[src/rtl/ss_pkg.sv]
package ss_pkg;
  typedef enum logic [1:0] {
    PH_FAST   = 2'd0,
    PH_SLOW   = 2'd1,
    PH_STEADY = 2'd2
  } ss_phase_e;
endpackage

[src/rtl/ss_ramp.sv]
module ss_ramp
  import ss_pkg::*;
#(
  parameter int TOFF_W    = 16,
  parameter int TOFF_MAX  = 26000,
  parameter int STEP_FAST = 256,
  parameter int STEP_SLOW = 16
) (
  input  logic              clk_i,
  input  logic              rst_ni,
  input  logic              start_i,
  input  logic              zcd_i,
  input  logic              cyc_end_i,
  output logic [TOFF_W-1:0] ss_o,
  output ss_phase_e         phase_o
);
  localparam logic [TOFF_W-1:0] MaxV  = TOFF_W'(TOFF_MAX);
  localparam logic [TOFF_W-1:0] FastV = TOFF_W'(STEP_FAST);
  localparam logic [TOFF_W-1:0] SlowV = TOFF_W'(STEP_SLOW);

  logic [TOFF_W-1:0] ss_q, ss_d, step;
  ss_phase_e         ph_q, ph_d;
  logic              use_fast;

  // fast step only while DCM persists in the fast phase
  assign use_fast = (ph_q == PH_FAST) && zcd_i;
  assign step     = use_fast ? FastV : SlowV;

  always_comb begin
    ss_d = ss_q;
    ph_d = ph_q;
    if (start_i) begin
      ss_d = MaxV;
      ph_d = PH_FAST;
    end else if (cyc_end_i && ph_q != PH_STEADY) begin
      ss_d = (ss_q > step) ? ss_q - step : '0;
      if (ss_d == '0)       ph_d = PH_STEADY;
      else if (!use_fast)   ph_d = PH_SLOW;
    end
  end

  always_ff @(posedge clk_i or negedge rst_ni) begin
    if (!rst_ni) begin
      ss_q <= MaxV;
      ph_q <= PH_FAST;
    end else begin
      ss_q <= ss_d;
      ph_q <= ph_d;
    end
  end

  assign ss_o    = ss_q;
  assign phase_o = ph_q;

  AST_START_LOAD: assert property (@(posedge clk_i) disable iff (!rst_ni)
    start_i |=> (ss_q == MaxV && ph_q == PH_FAST));
  AST_HOLD_NO_STROBE: assert property (@(posedge clk_i) disable iff (!rst_ni)
    (!start_i && !cyc_end_i) |=> ($stable(ss_q) && $stable(ph_q)));
  AST_MONOTONE: assert property (@(posedge clk_i) disable iff (!rst_ni)
    !start_i |=> ss_q <= $past(ss_q));
  AST_NO_REFAST: assert property (@(posedge clk_i) disable iff (!rst_ni)
    (ph_q != PH_FAST && !start_i) |=> ph_q != PH_FAST);
  AST_STEADY_ZERO: assert property (@(posedge clk_i) disable iff (!rst_ni)
    ph_q == PH_STEADY |-> ss_q == '0);
  AST_PHASE_CODE: assert property (@(posedge clk_i) disable iff (!rst_ni)
    ph_q != 2'd3);
endmodule

[src/rtl/ss_toff_merge.sv]
module ss_toff_merge #(
  parameter int TOFF_W   = 16,
  parameter int TOFF_MIN = 17,
  parameter int TOFF_MAX = 26000
) (
  input  logic [TOFF_W-1:0] ss_i,
  input  logic [TOFF_W-1:0] fb_i,
  output logic [TOFF_W-1:0] toff_o
);
  localparam logic [TOFF_W-1:0] MinV = TOFF_W'(TOFF_MIN);
  localparam logic [TOFF_W-1:0] MaxV = TOFF_W'(TOFF_MAX);

  logic [TOFF_W-1:0] big;

  always_comb begin
    big = (ss_i > fb_i) ? ss_i : fb_i;
    if (big > MaxV)      toff_o = MaxV;
    else if (big < MinV) toff_o = MinV;
    else                 toff_o = big;
  end

  always_comb begin
    AST_TOFF_BOUNDS: assert (toff_o >= MinV && toff_o <= MaxV);
  end
endmodule

[src/rtl/soft_start_seq.sv]
module soft_start_seq
  import ss_pkg::*;
#(
  parameter int TOFF_W    = 16,
  parameter int TOFF_MIN  = 17,
  parameter int TOFF_MAX  = 26000,
  parameter int STEP_FAST = 256,
  parameter int STEP_SLOW = 16
) (
  input  logic              clk_i,
  input  logic              rst_ni,
  input  logic              start_i,
  input  logic              zcd_i,
  input  logic              cyc_end_i,
  input  logic [TOFF_W-1:0] fb_toff_i,
  output logic [TOFF_W-1:0] toff_o,
  output logic [1:0]        phase_o
);
  logic [TOFF_W-1:0] ss_val;
  ss_phase_e         phase;

  ss_ramp #(
    .TOFF_W(TOFF_W), .TOFF_MAX(TOFF_MAX),
    .STEP_FAST(STEP_FAST), .STEP_SLOW(STEP_SLOW)
  ) u_ramp (
    .clk_i(clk_i), .rst_ni(rst_ni), .start_i(start_i), .zcd_i(zcd_i),
    .cyc_end_i(cyc_end_i), .ss_o(ss_val), .phase_o(phase)
  );

  ss_toff_merge #(
    .TOFF_W(TOFF_W), .TOFF_MIN(TOFF_MIN), .TOFF_MAX(TOFF_MAX)
  ) u_merge (
    .ss_i(ss_val), .fb_i(fb_toff_i), .toff_o(toff_o)
  );

  assign phase_o = phase;

  AST_STEADY_FOLLOWS_FB: assert property (@(posedge clk_i) disable iff (!rst_ni)
    (phase_o == 2'd2 && fb_toff_i >= TOFF_W'(TOFF_MIN) && fb_toff_i <= TOFF_W'(TOFF_MAX))
      |-> toff_o == fb_toff_i);
endmodule

[config.mk]
export PLATFORM = sky130hd
export DESIGN_NAME = soft_start_seq
export DESIGN_NICKNAME = d
export VERILOG_FILES = /design/src/rtl/ss_pkg.sv /design/src/rtl/ss_ramp.sv /design/src/rtl/ss_toff_merge.sv /design/src/rtl/soft_start_seq.sv
export SDC_FILE = /design/constraint.sdc
export NUM_CORES = 1
export LEC_CHECK = 0
export BUFFER_PORTS_ARGS = -buffer_cell sky130_fd_sc_hd__buf_4
export CAP_MARGIN = 20
export CORE_ASPECT_RATIO = 0.5
export CORE_UTILIZATION = 51
export CTS_CLUSTER_SIZE = 20
export DETAILED_ROUTE_END_ITERATION = 10
export GPL_TIMING_DRIVEN = 0
export PLACE_DENSITY_LB_ADDON = 0.1
export RECOVER_POWER = 100
export SYNTH_ARGS = -nofsm -noshare
export SYNTH_HDL_FRONTEND = slang
export SYNTH_SLANG_ARGS = --single-unit
[constraint.sdc]
create_clock -name clk_i -period 2.5 [get_ports clk_i]
set_input_delay 0.25 -clock clk_i [delete_from_list [all_inputs] [get_ports clk_i]]
set_output_delay 0.25 -clock clk_i [all_outputs]
set_load 0.01 [all_outputs]
=== Word-level counts from Yosys, hierarchy flattened ===
Index checks and enable logic that the tools add are counted.

* Add/subtract/negate cells: 1
* $lt $le $gt $ge: 4
* Equal/unequal tests: 2
* Mux-type cells: 11
* Reduce and logical (&&, ||, !) cells: 6

{| class="wikitable"
|+ Operators by type and width
! cell !! number
|-
| $mux 16 || 6
|-
| $gt 16x16->1 || 2
|-
| $gt 16x15->1 const B || 1
|-
| $logic_not 16->1 || 1
|-
| $lt 16x5->1 const B || 1
|-
| $sub 16x16->16 || 1
|-
| $mux 9 || 1
|-
| $mux 2 || 4
|-
| $ne 3x3->1 const B || 1
|-
| $logic_and 1x1->1 || 2
|-
| $logic_not 2->1 || 1
|-
| $ne 2x2->1 const B || 1
|-
| $reduce_and 2->1 || 1
|-
| $reduce_bool 2->1 || 1
|}

* Bits in registers: 18
* Input bits: 21

=== Longest topological paths before layout ===
Gate-level depths: netlist of run 1.

* Depth after elaboration: 9
* Depth in mapped cells: 12
* Mapped depth without buffers: 10

=== Modules after synthesis ===
From an unflattened synthesis of run 1, not the netlist that was laid out.

* Cells, all modules: 265
* Area total of the unflattened synthesis: 2,107.0 sq um

{| class="wikitable"
|+ By module, submodules not included
! module !! times used !! cells an instance !! area an instance (sq um) !! seq. area each (sq um)
|-
| ss_ramp || 1 || 127 || 1,177.4 || 457.9
|-
| ss_toff_merge || 1 || 138 || 929.6 || 0.0
|}

=== Least setup slack after synthesis of run 1 ===
Ideal clock, no wire load.

* Kind: register to output
* Start: register u_ramp.ss_q[15], in the netlist u_ramp.ss_o[15]
* End: output toff_o[10]
* Arrival time: 2.380 ns
* Required time: 2.250 ns
* Slack: -0.130 ns
* Cell stages (with the launch flop): 9
* Buffers on the path: 1
* Cells stage by stage: dfrtp_1 -> ha_1 -> nand4_1 -> or4_1 -> a21oi_1 -> a21oi_1 -> a21oi_2 -> buf_6 -> mux2i_1

* Cells in the longest elaborated chain, start to end: 5
* Elaborated cells between the ends (all ways): 6
* Classes of those cells: order compare: 3; mux: 3

{| class="wikitable"
|+ RTL lines
! what !! line !! source
|-
| from (decl) || ss_ramp.sv:21 || <nowiki>logic [TOFF_W-1:0] ss_q, ss_d, step;</nowiki>
|-
| from (signal assigned) || ss_ramp.sv:44 || <nowiki>ss_q <= MaxV;</nowiki>
|-
| from (signal assigned) || ss_ramp.sv:47 || <nowiki>ss_q <= ss_d;</nowiki>
|-
| $gt 16x16->1 || ss_toff_merge.sv:16 || <nowiki>big = (ss_i > fb_i) ? ss_i : fb_i;</nowiki>
|-
| $mux 16 * || ss_toff_merge.sv:16 ||
|-
| $lt 16x5->1 || ss_toff_merge.sv:18 || <nowiki>else if (big < MinV) toff_o = MinV;</nowiki>
|-
| $mux 16 || ss_toff_merge.sv:18 ||
|-
| $mux 16 * || ss_toff_merge.sv:17 || <nowiki>if (big > MaxV) toff_o = MaxV;</nowiki>
|-
| to (decl) || soft_start_seq.sv:16 || <nowiki>output logic [TOFF_W-1:0] toff_o,</nowiki>
|}

Mark *: on every way between the ends. The rest lies on a longest branch, timed or not.

=== Final worst setup path of run 1 ===
* Start: register u_ramp.ss_q[9], in the netlist u_ramp.ss_o[9]
* End: output toff_o[11]

The elaborated chain is that of the path after synthesis.

==> results of run 1 <==
==> sequential cells by signal, summed over array words and instances (netlist names) <==
| register | cells |
|---|---|
| u_ramp.ss_o | 16 |
| u_ramp.phase_o | 2 |
==> power groups by stage <==
stage                     logic (mW)  clock network (mW)  registers, mW
final                          0.628               0.247          0.327
after CTS                      0.601               0.253          0.325
after global routing           0.671               0.265          0.327
after floorplan                0.337                   0          0.326
after detailed placement       0.477                   0          0.336
after global placement         0.465                   0          0.335
==> metal layers <==
metal  part of all wire [%]  GRT usage, %  routed length, um  up-vias
met1                     43          44.1               3290     1176
li1                       -             -                  -     1146
met3                    9.7          7.46                737       10
met4                   0.81          6.46                 62        0
met2                     46          59.3               3550      114
met5                      0             0                  0        -
==> cells by family (layout without fill, tap and decap cells) <==
logic type                 count (synthesis)  after routing
AOI/OAI and AO/OA                         72             72
xor gates and xnor gates                   3              3
adders and majority gates                 19             19
buffers and inverters                     35            102
DFF                                       18             18
muxes                                     15             15
other                                      1              1
and+or+nand+nor                          114            114
==> worst max-delay path: cells and delay by family (launching register included) <==
| family | cells | cell delay [ns] |
|---|---|---|
| AND/OR/NAND/NOR | 2 | 0.58 |
| flip-flops | 1 | 0.47 |
| AO/OA/AOI/OAI | 3 | 0.41 |
| buffers and inverters | 2 | 0.34 |
| adder cells (fa/ha/maj) | 1 | 0.30 |
| multiplexers | 1 | 0.25 |
==> worst max path at each step <==
stage	start	end	cells after the start	slack [ns]
CTS	u_ramp.ss_o[6]$_DFFE_PN0P_	toff_o[14]	10	-0.37
global placement	u_ramp.ss_o[15]$_DFFE_PN0P_	toff_o[11]	9	-0.38
global route	u_ramp.ss_o[6]$_DFFE_PN0P_	toff_o[11]	9	-0.47
floorplan	u_ramp.ss_o[14]$_DFFE_PN1P_	toff_o[10]	8	-0.03
finish	u_ramp.ss_o[9]$_DFFE_PN0P_	toff_o[11]	9	-0.37
detailed placement	u_ramp.ss_o[15]$_DFFE_PN0P_	toff_o[14]	9	-0.42
==> final cells by class <==
class	instances	area, um^2
fill	277	855
inverter	21	78.8
buffer	13	80.1
timing repair buffer	64	541
tap	54	67.6
clock buffer	4	55.1
sequential	18	463
multi-input combinational	224	1820
==> what timing repair did <==
item	in CTS	in global routing
resized for setup	43	16
setup endpoints to repair	30	33
setup buffers	21	6
hold buffers	1	0
pin swaps	8	5
hold endpoints to repair	12	0
cloned	1	0
==> placed cells by master (no fill, tap or decap), types with 8 or more instances in the layout <==
cell     instances
nor3_1          12
buf_4           47
nor2_1          29
buf_6           17
mux2i_4         10
nand2_1         22
o21ai_0         13
dfrtp_1          8
a21oi_1         25
ha_1            12
inv_1           19
==> metrics.yaml, run 1 <==
final_layout:
  final_util_pct: 78.4
  antennaDiodeCount: 0
  stdcell_count: 398
  layout.nets: 385
  area_growth_pct: 44.6
  drive_above_1_share_pct: 37.8
  finalInstanceArea_um2: 3110
pwr:
  p_total_mw: 1.20
  p_clk_share_pct: 20.5
  p_leak_nw: 1.30
  seq_power_share_pct: 27.2
  p_int_mw: 0.744
  ir_drop_mv: 0.366
  power_density_nw_per_um2: 387
  power.share.switching_pct: 38.1
  comb_power_share_pct: 52.3
  switching_power_mw: 0.458
hold_path:
  min_path_type: "input port to flop"
  holdPathStages: 2
  hold_end: "u_ramp.phase_o[0]$_DFFE_PN0P_"
  hp-start: "cyc_end_i"
yosys:
  yosysMostFrequentCell: "nor2_1"
  synthTopCellsByCount: "nor2_1, a21oi_1, nand2_1"
  synthArstFlopShare_pct: 100
  synth-main-ff-cell: "dfrtp_1"
  synth_top_area_share_pct: 14.0
  synth-seq-cells: 18
  synth_mux_area_share_pct: 7.16
  synth_top_family_by_area: "simple AND/OR/NAND/NOR gates"
  synth_compound_area_share_pct: 22.2
  synthXorXnorAreaFrac_pct: 1.22
  synth_edf_count: 0
  synth_simple_gate_area_share_pct: 29.2
  synth_fp_nets: 317
  synth.distinct_cells: 57
  synth_area_leader_cell: "dfrtp_1"
  synthAdderAreaFrac_pct: 11.1
  yosys-top-cells-area: "dfrtp_1, ha_1, dfstp_2, a21oi_1, mux2i_1"
  syn_area_um2: 2150
  synth_warnings: 0
  avgSynthCellArea_um2: 7.76
  synth_cells: 277
  synth_seq_area_share_pct: 21.3
die:
  core_region_area_um2: 3960
  num_rows: 16
  pin_count: 39
  die_w_um: 93.8
  die_h_um: 47.9
  die_area_um2: 4490
  start_util_pct: 54.2
timing:
  fmax_mhz: 349
  setup_viol: 27
  fin_crit_sh_pct: 115
  rsz0062_at_grt: "true"
  worst_pin_slew_ns: 1.04
  tns_ns: -5.84
  slew_viol_final: 0
  maxSlewHeadroom_pct: 30.7
  hold_viol: 0
  period_minus_slack_ns: 2.87
  clock-skew-final_ns: 0.00521
  fin_ws_ns: -0.366
  hold_ws_ns: 0.199
drt:
  drtAntennaViolNets: 0
  vias_per_cell: 6.15
  finalWirelength_mm: 7.63
  drc: 0
  post_drt_wl_per_cell_um: 19.2
  vias: 2446
  first_iter_violations: 174
  dr.pass1.iters: 5
clock_network:
  cts_buffer_depth: 2
  cts_tree: "built"
  clock_latency_ns: 0.26
  cts_root_buf: "clkbuf_8"
  clkTransAtPathRegs_ns: 0.07
  cts-htree-levels: 1
  numClockSinks: 18
  cts_buffers: 3
worst_setup_path:
  cp-end-kind: "output port"
  worstPathRequired_ns: 2.25
  start_kind: "flop"
  worstSetupPathType: "flop to output port"
  slowest_stage: "or4_4"
  r2r_cells: 10
  r2r-end: "u_ramp.ss_o[14]$_DFFE_PN1P_"
  critPathMaxFanout: 5
  arrival_ns: 2.62
  worstReg2RegStart: "u_ramp.phase_o[1]$_DFFE_PN0P_"
  slowest_delay_ns: 0.54
  path_cells: "ha_4, nand2_4, or4_4, a21oi_2, a21oi_2, a21oi_4, buf_6, mux2i_4, buf_6"
  ff2ff_setup_slack_ns: -0.18
place:
  io_buffers: 36
  place_area_um2: 2630
  hpwl_mm: 4.95
  gp_congestion: 0.879
  dpl.cell_count: 367
  place_ws_ns: -0.417
outcome:
  violations: "negative setup slack"
  status: "finished, violations left"
job:
  drv_cap: 0
global_routing:
  grt_overflow: 0
  grt.total_usage_pct: 33.7
  grt_max_degree: 19
  antenna_found_initial: 0
  grt_pass1_vias: 2203
  grt_pass1_wl_mm: 11.0
(Power assumes the default switching activity.)
==> run 2: changes to the inputs <==
REMOVE_ABC_BUFFERS = 1   (was default)
SETUP_SLACK_MARGIN = 0.3   (was default)
==> run 2 against run 1 <==
  * The flow still finishes with violations (negative setup slack)
  * Sequential share of layout area decreased by 0.075 points
  * Non-clock buffer count decreased by 4
  * Via count increased by 0.86%
  * Register-to-register slack improved by 0.12 ns
  * Maximum frequency decreased by 2.6%
  * Wire length decreased by 2.8%
  * Critical endpoint is now toff_o[8]
  * Highest routed layer unchanged
==> metrics.yaml, run 2 (synthesized netlist as in run 1, its figures left out) <==
hold_path:
  min_path_type: "input port to flop"
  hp-start: "cyc_end_i"
final_layout:
  drive_above_1_share_pct: 42.9  # +5.2 points
  layout.nets: 381  # -1.0%
  antennaDiodeCount: 0  # unchanged
  stdcell_count: 394  # -1.0%
  finalInstanceArea_um2: 3140  # +1.0%
  area_growth_pct: 46.2
  mostFrequentLayoutCell: "buf_4"
  final_util_pct: 79.3  # +0.82 points
  largest_reg_flops: 16  # unchanged
  layout_common_cells: "buf_4, nor2_1, nand2_1"
timing:
  period_minus_slack_ns: 2.94  # +0.0770 ns
  fin_crit_sh_pct: 118  # +3.1 points
  worst_pin_slew_ns: 1.36  # +0.323 ns
  setup_viol: 26  # -3.7%
  clock-skew-final_ns: 0.00455  # -0.000656 ns
  fmax_mhz: 340  # -2.6%
  maxSlewHeadroom_pct: 8.57  # -22 points
  slew_viol_final: 0  # unchanged
  rsz0062_at_grt: "true"
  hold_ws_ns: 0.214  # +0.0157 ns
  fin_ws_ns: -0.443  # -0.0770 ns
  hold_viol: 0  # unchanged
  tns_ns: -6.57  # -0.732 ns
drt:
  drtAntennaViolNets: 0  # unchanged
  finalWirelength_mm: 7.42  # -2.8%
  wl_met1_mm: 3.28  # -0.12%
  drc: 0  # unchanged
  route.met3.wl_um: 646  # -12%
  post_drt_wl_per_cell_um: 18.8  # -1.8%
  dr_wl_met2_mm: 3.39  # -4.3%
  dr.pass1.iters: 6  # +1
  vias_per_cell: 6.26  # +1.9%
  vias: 2467  # +0.86%
  first_iter_violations: 149  # -14%
  top_layer: "met4"
clock_network:
  cts-htree-levels: 1  # unchanged
  clkTransAtPathRegs_ns: 0.07  # about the same
  cts_buffers: 3  # unchanged
  cts_tree: "built"
  cts_buffer_depth: 2  # unchanged
  cts_root_buf: "clkbuf_8"
  clock_latency_ns: 0.27  # about the same
  numClockSinks: 18  # unchanged
pwr:
  seq_power_share_pct: 28.0  # +0.8 points
  p_leak_nw: 1.31  # +1.2%
  comb_power_share_pct: 50.6  # -1.7 points
  p_total_mw: 1.18  # -1.6%
  power_density_nw_per_um2: 376  # -2.6%
  power.share.switching_pct: 38.2  # +0.15 points
  p_int_mw: 0.731  # -1.9%
  switching_power_mw: 0.452  # -1.2%
  p_clk_share_pct: 21.4  # +0.9 points
  ir_drop_mv: 0.491  # +34%
die:
  pin_count: 39  # unchanged
  die_area_um2: 4490  # unchanged
  die_w_um: 93.8  # unchanged
  num_rows: 16  # unchanged
  core_region_area_um2: 3960  # unchanged
  start_util_pct: 54.2  # unchanged
  die_h_um: 47.9  # unchanged
place:
  gp_congestion: 0.890  # +1.3%
  dpl.cell_count: 354  # -3.5%
  io_buffers: 37  # +2.8%
  place_area_um2: 2410  # -8.3%
  place_ws_ns: -0.851  # -0.434 ns
  hpwl_mm: 4.41  # -11%
worst_setup_path:
  r2r_cells: 9  # -1
  worstSetupPathType: "flop to output port"
  ff2ff_setup_slack_ns: -0.06  # +0.12 ns
  startpoint: "u_ramp.ss_o[5]$_DFFE_PN0P_"
  r2r-end: "u_ramp.ss_o[10]$_DFFE_PN1P_"
  worstReg2RegStart: "u_ramp.ss_o[5]$_DFFE_PN0P_"
  worstSetupEndpoint: "toff_o[8]"
  worstPathRequired_ns: 2.25  # about the same
  cp-end-kind: "output port"
  arrival_ns: 2.69  # +0.07 ns
  start_kind: "flop"
  critPathMaxFanout: 5  # unchanged
job:
  drv_cap: 0  # unchanged
global_routing:
  grt_pass1_vias: 2181  # -1.0%
  grt_pass1_wl_mm: 10.8  # -2.0%
  grt_max_degree: 19  # unchanged
  antenna_found_initial: 0  # unchanged
  grt_overflow: 0  # unchanged
  grt.total_usage_pct: 31.9  # -1.8 points
outcome:
  status: "finished, violations left"
  violations: "negative setup slack"
-- run 2: cell types whose count changed in the layout (fill, tap and decap cells not counted), sizes merged --
cell,change
clkbuf,-4
-- run 2: repair_timing --
item                                    CTS  global route
endpoints found under the setup margin   33            31
setup buffers                            31             3
hold buffers                              1             0
gates cloned                              1             0
endpoints found under the hold margin    12             0
pin swaps                                16             3
gates resized for setup                  50            42
-- run 2: worst min-delay path by stage --
| stage | end | cells past startpoint |
|---|---|---|
| finish | u_ramp.phase_o[0]$_DFFE_PN0P_ | 2 |
| global route | u_ramp.phase_o[0]$_DFFE_PN0P_ | 2 |
| CTS | u_ramp.phase_o[0]$_DFFE_PN0P_ | 2 |
| detailed placement | u_ramp.ss_o[12]$_DFFE_PN0P_ | 1 |
| global placement | u_ramp.ss_o[12]$_DFFE_PN0P_ | 1 |
| floorplan | u_ramp.phase_o[0]$_DFFE_PN0P_ | 0 |
-- run 2: layer usage --
layer | track usage [%] | vias to the layer above
li1 | - | 1137
met1 | 43.1 | 1190
met2 | 55.0 | 126
met3 | 5.24 | 14
met4 | 7.69 | 0
met5 | 0 | -
-- run 2: critical path, cell delays in order (launching register included) --
cell,delay [ns]
dfrtp_2,0.47
ha_4,0.29
nand4_1,0.10
or4_4,0.56
a21oi_2,0.14
a21oi_2,0.06
a21oi_4,0.21
buf_6,0.14
buf_12,0.11
mux2i_1,0.20
buf_4,0.14
-- run 2: power by group through the flow --
stage	registers [mW]	clock network [mW]	logic, mW
6_report	0.331	0.253	0.599
5_1_grt	0.332	0.266	0.640
4_1_cts	0.328	0.247	0.540
3_5_place_dp	0.345	0	0.392
3_3_place_gp	0.344	0	0.382
2_1_floorplan	0.334	0	0.258
-- run 2: final cells by class --
cell class,instances,area [um^2]
timing repair buffer,73,633
fill,262,822
clock buffer,4,55.1
multi-input combinational,224,1840
inverter,21,83.8
tap,54,67.6
sequential,18,465
